**config.mk**
```make
export PLATFORM = sky130hd
export DESIGN_NAME = nand_seq
export DESIGN_NICKNAME = d
export VERILOG_FILES = /design/src/rtl/nand_seq_pkg.sv /design/src/rtl/nand_seq_sync.sv /design/src/rtl/nand_seq_addr.sv /design/src/rtl/nand_seq.sv
export SDC_FILE = /design/constraint.sdc
export NUM_CORES = 1
export LEC_CHECK = 0
export ABC_CLOCK_PERIOD_IN_PS = 3400
export BUFFER_PORTS_ARGS = -buffer_cell sky130_fd_sc_hd__buf_2
export CAP_MARGIN = 30
export CORE_UTILIZATION = 50
export CTS_BUF_LIST = sky130_fd_sc_hd__clkbuf_4 sky130_fd_sc_hd__clkbuf_8 sky130_fd_sc_hd__clkbuf_16
export CTS_CLUSTER_DIAMETER = 80
export DETAILED_ROUTE_END_ITERATION = 12
export GPL_ROUTABILITY_DRIVEN = 0
export PLACE_DENSITY = 0.78
export SYNTH_ARGS = -nofsm -noshare
export SYNTH_HDL_FRONTEND = slang
export SYNTH_HIERARCHICAL = 1
export SYNTH_SLANG_ARGS = --single-unit
export TNS_END_PERCENT = 30
```
**constraint.sdc**
```tcl
create_clock -name clk -period 3.4 [get_ports clk]
set_clock_uncertainty 0.15 [all_clocks]
set_input_delay 0.85 -clock clk [delete_from_list [all_inputs] [get_ports clk]]
set_output_delay 0.85 -clock clk [all_outputs]
set_load 0.02 [all_outputs]
```
**src/rtl/nand_seq_pkg.sv**
```systemverilog
package nand_seq_pkg;

  typedef enum logic [3:0] {
    ST_IDLE,
    ST_CMD,
    ST_ADDR,
    ST_GAP,
    ST_WFETCH,
    ST_WDATA,
    ST_WB,
    ST_BUSY,
    ST_RDATA,
    ST_DONE
  } seq_state_t;

  localparam logic [7:0] OPC_RD_SETUP = 8'h00;
  localparam logic [7:0] OPC_RD_GO    = 8'h30;
  localparam logic [7:0] OPC_PG_SETUP = 8'h80;
  localparam logic [7:0] OPC_PG_GO    = 8'h10;

  function automatic int max2(input int a, input int b);
    return (a > b) ? a : b;
  endfunction

endpackage

```
**src/rtl/nand_seq_sync.sv**
```systemverilog
module nand_seq_sync #(
  parameter int STAGES = 2
) (
  input  logic clk,
  input  logic rst,
  input  logic d,
  output logic q
);
  logic [STAGES-1:0] sr;

  always_ff @(posedge clk) begin
    if (rst) sr <= '0;
    else     sr <= {sr[STAGES-2:0], d};
  end

  assign q = sr[STAGES-1];
endmodule

```
**src/rtl/nand_seq_addr.sv**
```systemverilog
module nand_seq_addr #(
  parameter int COL_W     = 12,
  parameter int ROW_W     = 18,
  parameter int COL_BYTES = 2,
  parameter int ROW_BYTES = 3
) (
  input  logic             clk,
  input  logic             rst,
  input  logic             load,
  input  logic             shift,
  input  logic [COL_W-1:0] col,
  input  logic [ROW_W-1:0] row,
  output logic [7:0]       byte_o
);
  localparam int CB = 8 * COL_BYTES;
  localparam int RB = 8 * ROW_BYTES;

  logic [CB-1:0]    col_x;
  logic [RB-1:0]    row_x;
  logic [CB+RB-1:0] sr;

  always_comb begin
    col_x = '0;
    col_x[COL_W-1:0] = col;
    row_x = '0;
    row_x[ROW_W-1:0] = row;
  end

  always_ff @(posedge clk) begin
    if (rst)        sr <= '0;
    else if (load)  sr <= {row_x, col_x};
    else if (shift) sr <= sr >> 8;
  end

  assign byte_o = sr[7:0];
endmodule

```
**src/rtl/nand_seq.sv**
```systemverilog
module nand_seq
  import nand_seq_pkg::*;
#(
  parameter int COL_W        = 12,
  parameter int ROW_W        = 18,
  parameter int COL_BYTES    = 2,
  parameter int ROW_BYTES    = 3,
  parameter int LEN_W        = 12,
  parameter int T_WP         = 2,
  parameter int T_WH         = 2,
  parameter int T_ADL        = 13,
  parameter int T_REA        = 3,
  parameter int T_REH        = 2,
  parameter int T_WB         = 4,
  parameter int BUSY_TIMEOUT = 400,
  parameter int SYNC_STAGES  = 2
) (
  input  logic             clk,
  input  logic             rst,
  input  logic             req_valid,
  output logic             req_ready,
  input  logic             req_op,
  input  logic [ROW_W-1:0] req_row,
  input  logic [COL_W-1:0] req_col,
  input  logic [LEN_W-1:0] req_cnt,
  input  logic             wr_valid,
  output logic             wr_ready,
  input  logic [7:0]       wr_data,
  output logic             rd_valid,
  output logic [7:0]       rd_data,
  output logic             done,
  output logic             err,
  output logic             nand_ce_n,
  output logic             nand_cle,
  output logic             nand_ale,
  output logic             nand_we_n,
  output logic             nand_re_n,
  output logic [7:0]       nand_dq_o,
  output logic             nand_dq_oe,
  input  logic [7:0]       nand_dq_i,
  input  logic             nand_rb
);
  localparam int NADDR    = COL_BYTES + ROW_BYTES;
  localparam int AIW      = $clog2(NADDR + 1);
  localparam int ADL_BASE = T_WH + T_WP + 2;
  localparam int ADL_XTRA = (T_ADL > ADL_BASE) ? (T_ADL - ADL_BASE) : 0;
  localparam int CNT_MAX  = max2(max2(BUSY_TIMEOUT, ADL_XTRA),
                                 max2(max2(T_WP, T_WH), max2(max2(T_REA, T_REH), T_WB)));
  localparam int CW       = $clog2(CNT_MAX + 2);

  seq_state_t       st;
  logic [CW-1:0]    cnt;
  logic             low;
  logic             confirm;
  logic             op_q;
  logic             tmo;
  logic [LEN_W-1:0] n_q;
  logic [LEN_W-1:0] idx;
  logic [AIW-1:0]   acnt;
  logic             rb_s;
  logic             a_load;
  logic             a_shift;
  logic [7:0]       a_byte;
  logic             tick;

  nand_seq_sync #(.STAGES(SYNC_STAGES)) u_sync (
    .clk (clk),
    .rst (rst),
    .d   (nand_rb),
    .q   (rb_s)
  );

  nand_seq_addr #(
    .COL_W     (COL_W),
    .ROW_W     (ROW_W),
    .COL_BYTES (COL_BYTES),
    .ROW_BYTES (ROW_BYTES)
  ) u_addr (
    .clk    (clk),
    .rst    (rst),
    .load   (a_load),
    .shift  (a_shift),
    .col    (req_col),
    .row    (req_row),
    .byte_o (a_byte)
  );

  assign tick     = (cnt == '0);
  assign a_load   = (st == ST_IDLE) && req_valid;
  assign a_shift  = tick && !low &&
                    (((st == ST_CMD) && !confirm) || ((st == ST_ADDR) && (acnt != '0)));
  assign wr_ready = (st == ST_WFETCH);

  always_ff @(posedge clk) begin
    if (rst) begin
      st         <= ST_IDLE;
      cnt        <= '0;
      low        <= 1'b0;
      confirm    <= 1'b0;
      op_q       <= 1'b0;
      tmo        <= 1'b0;
      n_q        <= '0;
      idx        <= '0;
      acnt       <= '0;
      req_ready  <= 1'b1;
      rd_valid   <= 1'b0;
      rd_data    <= '0;
      done       <= 1'b0;
      err        <= 1'b0;
      nand_ce_n  <= 1'b1;
      nand_cle   <= 1'b0;
      nand_ale   <= 1'b0;
      nand_we_n  <= 1'b1;
      nand_re_n  <= 1'b1;
      nand_dq_o  <= '0;
      nand_dq_oe <= 1'b0;
    end else begin
      rd_valid <= 1'b0;
      done     <= 1'b0;
      err      <= 1'b0;
      if (!tick) cnt <= cnt - 1'b1;

      case (st)
        ST_IDLE: begin
          if (req_valid) begin
            op_q       <= req_op;
            n_q        <= req_cnt;
            idx        <= '0;
            tmo        <= 1'b0;
            confirm    <= 1'b0;
            req_ready  <= 1'b0;
            nand_ce_n  <= 1'b0;
            nand_cle   <= 1'b1;
            nand_dq_o  <= req_op ? OPC_PG_SETUP : OPC_RD_SETUP;
            nand_dq_oe <= 1'b1;
            nand_we_n  <= 1'b0;
            low        <= 1'b1;
            cnt        <= CW'(T_WP - 1);
            st         <= ST_CMD;
          end
        end

        ST_CMD: begin
          if (tick && low) begin
            nand_we_n <= 1'b1;
            low       <= 1'b0;
            cnt       <= CW'(T_WH - 1);
          end else if (tick) begin
            nand_cle <= 1'b0;
            if (!confirm) begin
              nand_ale  <= 1'b1;
              nand_dq_o <= a_byte;
              nand_we_n <= 1'b0;
              low       <= 1'b1;
              cnt       <= CW'(T_WP - 1);
              acnt      <= AIW'(NADDR - 1);
              st        <= ST_ADDR;
            end else begin
              nand_dq_oe <= 1'b0;
              cnt        <= CW'(T_WB);
              st         <= ST_WB;
            end
          end
        end

        ST_ADDR: begin
          if (tick && low) begin
            nand_we_n <= 1'b1;
            low       <= 1'b0;
            cnt       <= CW'(T_WH - 1);
          end else if (tick) begin
            if (acnt != '0) begin
              nand_dq_o <= a_byte;
              nand_we_n <= 1'b0;
              low       <= 1'b1;
              cnt       <= CW'(T_WP - 1);
              acnt      <= acnt - 1'b1;
            end else begin
              nand_ale <= 1'b0;
              if (!op_q) begin
                nand_cle  <= 1'b1;
                nand_dq_o <= OPC_RD_GO;
                nand_we_n <= 1'b0;
                low       <= 1'b1;
                confirm   <= 1'b1;
                cnt       <= CW'(T_WP - 1);
                st        <= ST_CMD;
              end else begin
                cnt <= CW'(ADL_XTRA);
                st  <= ST_GAP;
              end
            end
          end
        end

        ST_GAP: begin
          if (tick) st <= ST_WFETCH;
        end

        ST_WFETCH: begin
          if (wr_valid) begin
            nand_dq_o <= wr_data;
            nand_we_n <= 1'b0;
            low       <= 1'b1;
            cnt       <= CW'(T_WP - 1);
            st        <= ST_WDATA;
          end
        end

        ST_WDATA: begin
          if (tick && low) begin
            nand_we_n <= 1'b1;
            low       <= 1'b0;
            cnt       <= CW'(T_WH - 1);
          end else if (tick) begin
            if (idx == n_q) begin
              nand_cle  <= 1'b1;
              nand_dq_o <= OPC_PG_GO;
              nand_we_n <= 1'b0;
              low       <= 1'b1;
              confirm   <= 1'b1;
              cnt       <= CW'(T_WP - 1);
              st        <= ST_CMD;
            end else begin
              idx <= idx + 1'b1;
              st  <= ST_WFETCH;
            end
          end
        end

        ST_WB: begin
          if (tick) begin
            cnt <= CW'(BUSY_TIMEOUT - 1);
            st  <= ST_BUSY;
          end
        end

        ST_BUSY: begin
          if (rb_s) begin
            if (!op_q) begin
              nand_re_n <= 1'b0;
              low       <= 1'b1;
              cnt       <= CW'(T_REA - 1);
              st        <= ST_RDATA;
            end else begin
              st <= ST_DONE;
            end
          end else if (tick) begin
            tmo <= 1'b1;
            st  <= ST_DONE;
          end
        end

        ST_RDATA: begin
          if (tick && low) begin
            rd_data   <= nand_dq_i;
            rd_valid  <= 1'b1;
            nand_re_n <= 1'b1;
            low       <= 1'b0;
            cnt       <= CW'(T_REH - 1);
          end else if (tick) begin
            if (idx == n_q) begin
              st <= ST_DONE;
            end else begin
              idx       <= idx + 1'b1;
              nand_re_n <= 1'b0;
              low       <= 1'b1;
              cnt       <= CW'(T_REA - 1);
            end
          end
        end

        ST_DONE: begin
          done       <= 1'b1;
          err        <= tmo;
          req_ready  <= 1'b1;
          nand_ce_n  <= 1'b1;
          nand_dq_oe <= 1'b0;
          st         <= ST_IDLE;
        end

        default: st <= ST_IDLE;
      endcase
    end
  end
endmodule

```
==> run metrics <==
Post-CTS Setup Bufs 0; Final Instance Count excl. Fillers 890; Reg2Reg Depth 8; Post-Syn Nets 751; Power Dens Cells 855 nW/um^2; cell count after synthesis 681; Synth area leader dfxtp_1; placed insts 875; Final Routed Wirelength 14.4 mm; CTS H-tree depth 3; grt total ovfl 0; Core Area 10,800 um^2; Filler Cells Inserted 939; CP Class register to register; Nets 816; unrepaired setup endpoints after global routing no; layout cell share with drive strength beyond 1 19.1%; routed vias 5,247; # port buffers 90; part of the cycle the worst path needs 91.7%; worst min path class register to register; Clock Tree Root clkbuf_8; clock sinks 105; Max VDD drop 0.000422 V; die span in y 107 um; Critical Path Start Type register; Async SR Flop Fraction 0%; Net Sw Frac 45.8%; Rows 38; combinational power share 52.3%; share of the synthesized area in the top cell type 37.8%; Hold Vio Cnt, Final 0; Post-Place Cell Area 6080 um^2; TritonCTS clock tree yes; Setup TNS 0 ps; crit-path max FO 7; Netlist cell types 67; DP Wirelength 10.1 mm; die area 11,500 um^2; post-synthesis sequential area ratio 37.8%; relative slew slack 43.4%; Primary FF master, synth dfxtp_1; Final min period 3120 ps; Longest Clk Path Bufs 2; die width 107 um; Ant. Diodes 0; DRC 0; Starting Density 51.2%; CP Data Required Time 3520 ps; Final ANT Viol Nets 0; R2R Path Start cnt[0]$_SDFF_PP0_; Yosys reg bits 105; CP arrival 3240 ps; CTS clk-pin slew, worst paths 100 ps; final core utilization 57.8%; final slew viol count 0; wire per inst 16.1 um; f_max 0.321 GHz; Area contributors post-synth dfxtp_1 38%, a21oi_1 5.9%, nand2_1 5.7%; detailed router's first-iteration violation count 425; Inserted Clock Buffers 9; clk_lat worst skew 390 ps; largest net degree at the start of global routing 36; Int Power 2.90 mW; Slew @ Worst Pin 847 ps; first-pass GRT wire length 23.5 mm; vias per inst 5.90; Final Cell Area 6260 um^2; final setup fails 0; max-capacitance violation count 0; I/O pin cnt 91; Leak 2.43 nW; status finished, final reports clean; Seq pwr share 33.5%; Hold Buf Count CTS 0; flop-to-flop setup slack 280 ps; Synth Cell Area 5560 um^2; Mean Syn Cell Area 8.16 um^2; vias in the first global route 4,925; Post-synth EDFFs 0; Clock Power Share 14.2%; # resized after CTS 0; GRT Overall Usage 25.7%; Syn. warnings 6; Setup crit start cnt[0]$_SDFF_PP0_; Area Growth Syn to Fin 12.8%; CP Capture Type register; RR Endpoint st[1]$_SDFFE_PP0P_; Worst Setup EP st[1]$_SDFFE_PP0P_; drt pass-1 iters 5; net switching power 2.45 mW; antenna violations before repair 0
-- synth_stat cells (7+ instances only) --
cell      number
a211oi_1      38
a21oi_1       65
a22oi_1       10
buf_4         11
clkbuf_1      35
dfxtp_1      105
inv_1         11
mux2i_1       28
nand2_1       84
nand3_1       13
nor2_1        51
nor2b_1       31
nor3_1        20
nor4_1         7
o21ai_0       27
or3_1          9
xor2_1        15
-- power by group through the flow --
stage               sequential (mW)  clock [mW]  combinational (mW)
detailed placement             1.81           0                2.72
global placement               1.79           0                2.65
global route                   1.83       0.822                3.06
CTS                            1.78       0.777                2.74
floorplan                      1.74           0                2.15
finish                         1.79       0.760                2.80
-- flip-flops by register name, indices dropped and copies added (netlist names), 2 cells and up --
name       cells
u_sync/sr      2
n_q           12
acnt           3
st             4
rd_data        8
u_addr/sr     34
nand_dq_o      8
cnt            9
idx           12
-- stage by stage --
stage	hold WS [ps]	power (mW)	setup slack, ps
3_5_place_dp	276	4.53	429
5_1_grt	313	5.71	168
2_1_floorplan	264	3.89	679
3_3_place_gp	279	4.45	538
6_report	287	5.36	281
4_1_cts	289	5.30	368
-- cell families after synthesis --
group,count (synthesis),synth area share [%]
AO/OA/AOI/OAI,192,22.5
XOR/XNOR,16,2.52
adder cells (fa/ha/maj),6,1.35
buffers and inverters,70,6.01
flip-flops,105,37.8
multiplexers,31,5.65
AND/OR/NAND/NOR,261,24.1
-- placed cells by master (no fill, tap or decap), types with 5 or more instances in the layout --
cell,count
o21a_1,5
a31oi_1,6
clkbuf_8,10
a211oi_1,38
nor2_1,51
nand2b_1,6
buf_2,90
dfxtp_1,105
inv_1,11
or3b_1,6
a21oi_1,65
buf_4,19
o21ai_0,27
nand3_1,13
or3_1,9
nand2_1,84
ha_1,6
nor2b_1,31
a211o_1,5
mux2i_1,28
a22oi_1,10
xor2_1,15
nor3_1,20
nor4_1,7
a221oi_1,6
-- worst max-delay path, cell delays in order, from the launching register on --
cell      delay, ps
dfxtp_1         360
inv_1           130
ha_1            190
or3b_2          550
nor3_4          360
o21ai_0         210
a221oi_2        490
nand2_1         180
o41ai_1         390
-- layout make-up --
cell class,count,area [um^2],share of cell area [%]
multi-input cells,506,3120,49.8
flip-flops and latches,105,2100,33.6
repair buffers,111,633,10.1
well taps,140,175,2.80
clock buffers,10,138,2.20
clock inverters,5,48.8,0.779
inverters,13,48.8,0.779
-- worst min path at each step --
| stage | startpoint | end | slack (ps) | cells after the start |
|---|---|---|---|---|
| finish | u_sync/sr[0]$_SDFF_PP0_ | u_sync/sr[1]$_SDFF_PP0_ | 290 | 1 |
| global route | u_sync/sr[0]$_SDFF_PP0_ | u_sync/sr[1]$_SDFF_PP0_ | 310 | 1 |
| CTS | u_sync/sr[0]$_SDFF_PP0_ | u_sync/sr[1]$_SDFF_PP0_ | 290 | 1 |
| detailed placement | u_sync/sr[0]$_SDFF_PP0_ | u_sync/sr[1]$_SDFF_PP0_ | 280 | 1 |
| global placement | u_sync/sr[0]$_SDFF_PP0_ | u_sync/sr[1]$_SDFF_PP0_ | 280 | 1 |
| floorplan | u_sync/sr[0]$_SDFF_PP0_ | u_sync/sr[1]$_SDFF_PP0_ | 260 | 1 |
-- layer usage --
layer / global-route usage [%] / vias up / wire, um / part of all wire (%)
met5: 0 / - / 0 / 0
met3: 6.11 / 59 / 1200 / 8.3
li1: - / 2567 / - / -
met4: 10.9 / 0 / 466 / 3.2
met1: 33.3 / 2357 / 6160 / 43
met2: 40.7 / 264 / 6530 / 45
(Power assumes the default switching activity.)
